==> src/rtl/sqwint_pkg.sv <==
package sqwint_pkg;

  typedef struct packed {
    logic       osc_stop;
    logic       batt_sqw;
    logic       conv_req;
    logic [1:0] rate;
    logic       irq_mode;
    logic       a2_en;
    logic       a1_en;
  } ctrl_t;

  localparam logic [7:0] CTRL_RESET = 8'h1C;

  // Half period of the square wave, counted in oscillator ticks.
  function automatic int half_ticks(input logic [1:0] rate, input int osc_hz);
    case (rate)
      2'd0:    return osc_hz / 2;
      2'd1:    return osc_hz / 2048;
      2'd2:    return osc_hz / 8192;
      default: return osc_hz / 16384;
    endcase
  endfunction

endpackage

==> src/rtl/sqw_divider.sv <==
module sqw_divider
  import sqwint_pkg::*;
#(
  parameter int OSC_HZ = 32768
) (
  input  logic       clk,
  input  logic       rst_n,
  input  logic       tick,
  input  logic       restart,
  input  logic [1:0] rate,
  output logic       sq
);
  localparam int CNT_W = $clog2(OSC_HZ / 2);

  logic [CNT_W-1:0] cnt_q;
  logic [CNT_W-1:0] lim;
  logic             sq_q;
  logic             wrap;

  always_comb begin
    lim  = CNT_W'(half_ticks(rate, OSC_HZ) - 1);
    wrap = tick && (cnt_q == lim);
  end

  always_ff @(posedge clk) begin
    if (!rst_n || restart) begin
      cnt_q <= '0;
      sq_q  <= 1'b0;
    end else if (wrap) begin
      cnt_q <= '0;
      sq_q  <= ~sq_q;
    end else if (tick) begin
      cnt_q <= cnt_q + 1'b1;
    end
  end

  assign sq = sq_q;

  assert_cnt_bound_R3: assert property (@(posedge clk) disable iff (!rst_n)
    cnt_q <= lim);

  assert_hold_no_tick_R5: assert property (@(posedge clk) disable iff (!rst_n)
    (!tick && !restart) |=> $stable(sq_q));

  assert_restart_low_R4: assert property (@(posedge clk) disable iff (!rst_n)
    restart |=> (sq_q == 1'b0));

endmodule

==> src/rtl/alarm_flags.sv <==
module alarm_flags (
  input  logic       clk,
  input  logic       rst_n,
  input  logic [1:0] hit,
  input  logic       wr_flags,
  input  logic [1:0] wr_bits,
  output logic [1:0] flags
);
  logic [1:0] flags_q;
  logic [1:0] clr;

  always_comb clr = wr_flags ? ~wr_bits : 2'b00;

  always_ff @(posedge clk) begin
    if (!rst_n) flags_q <= 2'b00;
    else        flags_q <= hit | (flags_q & ~clr);
  end

  assign flags = flags_q;

  assert_hit_sets_R6: assert property (@(posedge clk) disable iff (!rst_n)
    (hit != 2'b00) |=> ((flags_q & $past(hit)) == $past(hit)));

  assert_write_only_clears_R7: assert property (@(posedge clk) disable iff (!rst_n)
    (wr_flags && hit == 2'b00) |=> (flags_q == ($past(flags_q) & $past(wr_bits))));

endmodule

==> src/rtl/pin_mux.sv <==
module pin_mux (
  input  logic       irq_mode,
  input  logic       batt_sqw,
  input  logic       on_battery,
  input  logic [1:0] flags,
  input  logic [1:0] irq_en,
  input  logic       sq,
  output logic       pin_val,
  output logic       pin_oe
);
  logic irq_active;

  always_comb begin
    irq_active = |(flags & irq_en);
    if (irq_mode) begin
      pin_oe  = irq_active;
      pin_val = 1'b0;
    end else begin
      pin_oe  = !on_battery || batt_sqw;
      pin_val = sq;
    end
  end

  always_comb begin
    if (irq_mode && pin_oe) assert_irq_low_R8: assert (pin_val == 1'b0);
    if (!irq_mode && on_battery && !batt_sqw) assert_batt_release_R10: assert (!pin_oe);
  end

endmodule

==> src/rtl/rtc_irq_sqw_ctrl.sv <==
module rtc_irq_sqw_ctrl
  import sqwint_pkg::*;
#(
  parameter int OSC_HZ = 32768
) (
  input  logic       clk,
  input  logic       rst_n,
  input  logic       tick,
  input  logic       on_battery,
  input  logic       alarm1_hit,
  input  logic       alarm2_hit,
  input  logic       wr_en,
  input  logic       addr,
  input  logic [7:0] wdata,
  output logic [7:0] rdata,
  output logic       pin_val,
  output logic       pin_oe
);
  ctrl_t      ctrl_q;
  ctrl_t      ctrl_wr;
  logic       wr_ctrl;
  logic       wr_flags;
  logic       rate_change;
  logic       div_restart;
  logic       sq;
  logic [1:0] flags;

  always_comb begin
    ctrl_wr     = ctrl_t'(wdata);
    wr_ctrl     = wr_en && !addr;
    wr_flags    = wr_en && addr;
    rate_change = wr_ctrl && (ctrl_wr.rate != ctrl_q.rate);
    div_restart = rate_change || ctrl_q.irq_mode;
  end

  always_ff @(posedge clk) begin
    if (!rst_n)       ctrl_q <= ctrl_t'(CTRL_RESET);
    else if (wr_ctrl) ctrl_q <= ctrl_wr;
  end

  sqw_divider #(.OSC_HZ(OSC_HZ)) u_div (
    .clk     (clk),
    .rst_n   (rst_n),
    .tick    (tick),
    .restart (div_restart),
    .rate    (ctrl_q.rate),
    .sq      (sq)
  );

  alarm_flags u_flags (
    .clk      (clk),
    .rst_n    (rst_n),
    .hit      ({alarm2_hit, alarm1_hit}),
    .wr_flags (wr_flags),
    .wr_bits  (wdata[1:0]),
    .flags    (flags)
  );

  pin_mux u_mux (
    .irq_mode   (ctrl_q.irq_mode),
    .batt_sqw   (ctrl_q.batt_sqw),
    .on_battery (on_battery),
    .flags      (flags),
    .irq_en     ({ctrl_q.a2_en, ctrl_q.a1_en}),
    .sq         (sq),
    .pin_val    (pin_val),
    .pin_oe     (pin_oe)
  );

  assign rdata = addr ? {6'b0, flags} : 8'(ctrl_q);

  assert_ctrl_write_R2: assert property (@(posedge clk) disable iff (!rst_n)
    wr_ctrl |=> (8'(ctrl_q) == $past(wdata)));

endmodule

==> config.mk <==
export PLATFORM = sky130hd
export DESIGN_NAME = rtc_irq_sqw_ctrl
export DESIGN_NICKNAME = d
export VERILOG_FILES = /design/src/rtl/sqwint_pkg.sv /design/src/rtl/sqw_divider.sv /design/src/rtl/alarm_flags.sv /design/src/rtl/pin_mux.sv /design/src/rtl/rtc_irq_sqw_ctrl.sv
export SDC_FILE = /design/constraint.sdc
export NUM_CORES = 1
export LEC_CHECK = 0
export BUFFER_PORTS_ARGS = -buffer_cell sky130_fd_sc_hd__buf_2
export CAP_MARGIN = 30
export CORE_AREA = 2 2 67 44
export CTS_BUF_LIST = sky130_fd_sc_hd__clkbuf_16
export CTS_CLUSTER_SIZE = 16
export DETAILED_ROUTE_END_ITERATION = 16
export DIE_AREA = 0 0 69 46
export GPL_TIMING_DRIVEN = 0
export PLACE_DENSITY = 0.73
export SETUP_SLACK_MARGIN = 0.1
export SYNTH_ARGS = -nofsm -noshare
export SYNTH_HDL_FRONTEND = slang
export SYNTH_SLANG_ARGS = --single-unit
==> constraint.sdc <==
create_clock -name clk -period 4 [get_ports clk]
set_input_delay 0.8 -clock clk [delete_from_list [all_inputs] [get_ports clk]]
set_output_delay 0.8 -clock clk [all_outputs]
set_load 0.01 [all_outputs]
# After elaboration in Yosys (flattened, before gate mapping)

Index checks and enable logic that the tools add are counted.

Multiply operators: 0
Equality and inequality tests: 4
Reduce and logical (&&, ||, !) cells: 13
Bitwise gates (word level): 6
Add/subtract/negate cells: 2
$lt $le $gt $ge: 0
Muxes and demuxes: 5
Divide/modulo/power cells: 0
Shifts and indexed selects: 0

Operator list:

| operator                                                              | count |
|---|---|
| 5-bit one-hot mux with 3 select lines                                 | 1 |
| 14-bit by 1-bit adder with 14-bit output, second input constant       | 1 |
| 14-bit equality test                                                  | 1 |
| 14-bit by 1-bit subtractor with 14-bit output, second input constant  | 1 |
| 8-bit 2-to-1 mux                                                      | 1 |
| 2-bit AND                                                             | 2 |
| 1-bit logical AND                                                     | 4 |
| 2-bit NOT                                                             | 2 |
| 2-bit OR reduction                                                    | 2 |
| 1-bit zero test                                                       | 3 |
| 1-bit logical OR                                                      | 3 |
| 2-bit by 1-bit equality test with 1-bit output, second input constant | 1 |
| 2-bit equality test, second input constant                            | 1 |
| 2-bit zero test                                                       | 1 |
| 1-bit 2-to-1 mux                                                      | 2 |
| 2-bit 2-to-1 mux                                                      | 1 |
| 2-bit != test                                                         | 1 |
| 2-bit OR                                                              | 1 |
| 1-bit NOT                                                             | 1 |

Bits in latches: 0
Bits of input ports: 16
Memories kept: 0
ROM bits: 0
Bits in writable memories: 0
Output and inout port bits: 10
Logic and storage cells: 40
Register bits after elaboration: 25

# Depth between registers and ports, before layout

Depth after elaboration: 6
Mapped depth: 7
Gate-level depth less buffers: 6

# Hierarchy

A second synthesis with hierarchy kept.

Cell total of the unflattened synthesis: 153
Area total of the unflattened synthesis: 1,376.3 um^2

By module, submodules not included:

| module           | times used | area each (um^2) | seq. area each (um^2) | cells each |
|---|---|---|---|---|
| sqw_divider      | 1          | 817.0            | 300.3                 | 91 |
| rtc_irq_sqw_ctrl | 1          | 450.4            | 160.2                 | 50 |
| alarm_flags      | 1          | 82.6             | 40.0                  | 8 |
| pin_mux          | 1          | 26.3             | 0.0                   | 4 |

# Least setup slack after synthesis

OpenSTA, ideal clock, no wires.

Kind: input-to-output
From: in addr
To: out rdata[0]
Cell stages on the path: 2
Setup slack: 1.743 ns
Required time: 3.200 ns
Arrival: 1.457 ns
Path through: clkbuf_1 mux2_2

Word-level cells in the longest chain between the ends: 1

RTL lines:

| item             | RTL line               | source |
|---|---|---|
| start, declared  | rtc_irq_sqw_ctrl.sv:13 | `input logic addr,` |
| 8-bit 2-to-1 mux | rtc_irq_sqw_ctrl.sv:70 | `assign rdata = addr ? {6'b0, flags} : 8'(ctrl_q);` |
| end, declared    | rtc_irq_sqw_ctrl.sv:15 | `output logic [7:0] rdata,` |

Every way passes these cells.

# Final worst setup path

Ends and elaborated chain as after synthesis.

==> out/qor.yml <==
outcome: "finished clean"
vias_per_cell: 5.08
final-setup-viol-count: 0
synth.area.top_cells: "dfxtp_1, nand2_1, xnor2_1, nor2_1, xor2_1"
synth_top_area_share_pct: 40.1
hold_viol: 0
worst_setup_path_start_kind: "input pin"
fp.dieW_um: 69
cts_resized: 0
synth.net_count: 167
cts_buffer_depth: 2
rsz0062_at_grt: "false"
grt_pass1_wl_mm: 4.13
synth_flop_cell: "dfxtp_1"
worstSetupPathType: "in -> out"
cts_tree: "built"
power_density_nw_per_um2: 359
cts_setup_buffers: 0
p_switching_uw: 119
final_net_count: 196
htree_levels: 1
min_path_type: "reg -> reg"
routabilityCongestion: 0.865
fp.dieH_um: 46
cts_made_buffers: 3
finClkSkew_ns: 0.00263
cp.required_ns: 3.20
total_power_uw: 536
detail-route-antenna-nets: 0
ys_seq_area_share_pct: 40.1
row_count: 15
min_period_ns: 2.54
syn2layout_area_growth_pct: 19.5
cts_root_buf: "clkbuf_16"
clk_pin_slew_worst_paths_ns: 0.06
grt_overflow_total: 0
first_pass_iters: 4
p_sw_share_pct: 22.2
p_clk_share_pct: 41.0
synth_edf_count: 0
dpl.hpwl_mm: 1.94
drive_above_1_share_pct: 20.3
track_usage_pct: 16.7
p_int_uw: 417
io_buffers: 24
grt_max_degree: 15
max-cap-violations: 0
wirelength_mm: 2.52
cts_hold_buf: 0
fp.coreArea_sq_um: 2630
synthCells: 149
async_flop_share_pct: 0
antenna_found_initial: 0
endpoint_kind: "output pin"
ys_ff_latch: 25
fin_crit_sh_pct: 63.6
antennaDiodeCount: 0
io_pins: 26
pre_cts_ws_ns: 1.46
clkLatencyLatePin_ns: 0.26
cp.arrival_ns: 1.74
wl_per_cell_um: 11.9
cts_sinks: 25
irDropWorstVdd_mv: 0.188
syn_avg_cell_area_sq_um: 8.37
max_freq_ghz: 0.393
drtIter0Drc: 39
p_leak_nw: 0.584
worstPathMaxFanout: 10
ys_types: 33
final-max-slew-violation-count: 0
synth-warning-count: 0
start_util_pct: 47.5
synth_area_sq_um: 1250
pwr-share-seq_pct: 48.8
tns_ns: 0
setup_ws_ns: 1.46
power_frac_comb_pct: 10.2
die_area_sq_um: 3170
relSlewSlack_pct: 62.7
drc: 0
post-synth-top-area-cell: "dfxtp_1"
tightest_slew_ns: 0.556
vias: 1072
grt_pass1_vias: 942
[power groups by stage]
stage / combinational [mW] / sequential, mW / clock, mW
after floorplan: 0.0359 / 0.265 / 0
after global placement: 0.0527 / 0.267 / 0
after detailed placement: 0.0544 / 0.267 / 0
after CTS: 0.0550 / 0.261 / 0.226
after global routing: 0.0613 / 0.263 / 0.234
final: 0.0545 / 0.262 / 0.220
[cells in the final DEF, fill, tap and decap left out]
cell type / instances
nand3_1: 7
nor3_1: 2
o211a_1: 1
o21ai_2: 1
and4_2: 1
o21a_1: 4
nand4_1: 5
o2111ai_1: 1
nand2b_1: 2
xor2_1: 8
or3_1: 1
nor2_1: 19
nor4_1: 2
o21ai_0: 1
and4_4: 1
clkbuf_1: 4
mux2i_1: 1
buf_2: 24
ha_1: 2
nand2_1: 24
inv_1: 2
nor2b_1: 10
mux2_2: 2
xnor2_1: 9
nor3b_1: 1
or2_2: 1
a21boi_0: 5
clkbuf_2: 1
a2111o_1: 1
a22oi_1: 2
clkinv_2: 1
buf_4: 1
a21boi_1: 1
dfxtp_1: 25
clkbuf_16: 3
a21oi_1: 1
[path summary, 6_finish.rpt]
path / from / endpoint / slack [ns] / cells past startpoint
hold reg to reg: ctrl_q[7] / ctrl_q[7] / 0.46 / 2
hold / removal: ctrl_q[7] / ctrl_q[7] / 0.46 / 2
setup reg to reg: ctrl_q[4] / u_div.cnt_q[0] / 1.95 / 7
setup / recovery: addr / rdata[0] / 1.46 / 4
[layout make-up]
class                      count  area (sq um)
fill                         251          1140
multi-input combinational    116           712
sequential                    25           500
timing repair buffer          24           120
clock buffer                   3          75.1
tap                           34          42.5
buffer                         6          27.5
inverter                       2          7.51
clock inverter                 1          5.00
[kinds of logic after synthesis]
group,count (synthesis),synth area share (%)
AND/OR/NAND/NOR,76,29.4
flip-flops,25,40.1
AO/OA/AOI/OAI,18,11.1
XOR/XNOR,17,11.9
buffers and inverters,8,2.81
multiplexers,3,2.61
adder cells (fa/ha/maj),2,2.01
[flip-flops by register name (all words and copies together) (netlist names)]
register,count
u_div.sq,1
u_flags.flags,2
ctrl_q,8
u_div.cnt_q,14
[synthesized netlist by cell type, types with 2 or more instances]
cell type and n:
o21a_1 4, nor3_1 2, xor2_1 8, inv_1 2, nand2b_1 2, ha_1 2, a21boi_0 5, nand2_1 24
dfxtp_1 25, nor4_1 2, nand3_1 7, a22oi_1 2, nor2_1 19, xnor2_1 9, nor2b_1 10, clkbuf_1 4
mux2_2 2, nand4_1 5
[per-layer routing]
layer / vias to the layer above / share of wire (%) / GRT usage (%) / wire [um]
li1: 560 / - / - / -
met1: 495 / 53 / 22.4 / 1320
met2: 15 / 43 / 26.9 / 1090
met3: 2 / 3.3 / 5.31 / 83
met4: 0 / 0.75 / 3.53 / 19
met5: - / 0 / 0 / 0
[metrics by stage]
stage,std cells,hold slack (ns),util [%],cell area (sq um)
finish,211,0.464,56.7,1490
global route,211,0.512,56.7,1490
CTS,211,0.469,56.7,1490
detailed placement,207,0.460,53.7,1410
global placement,207,0.451,53.7,1410
floorplan,149,0.439,-,1250
[critical path: stages]
cell      delay, ns
buf_2          0.08
clkbuf_1       0.34
mux2_2         0.38
buf_2          0.14
No activity file was read; power rests on OpenSTA's default activity.
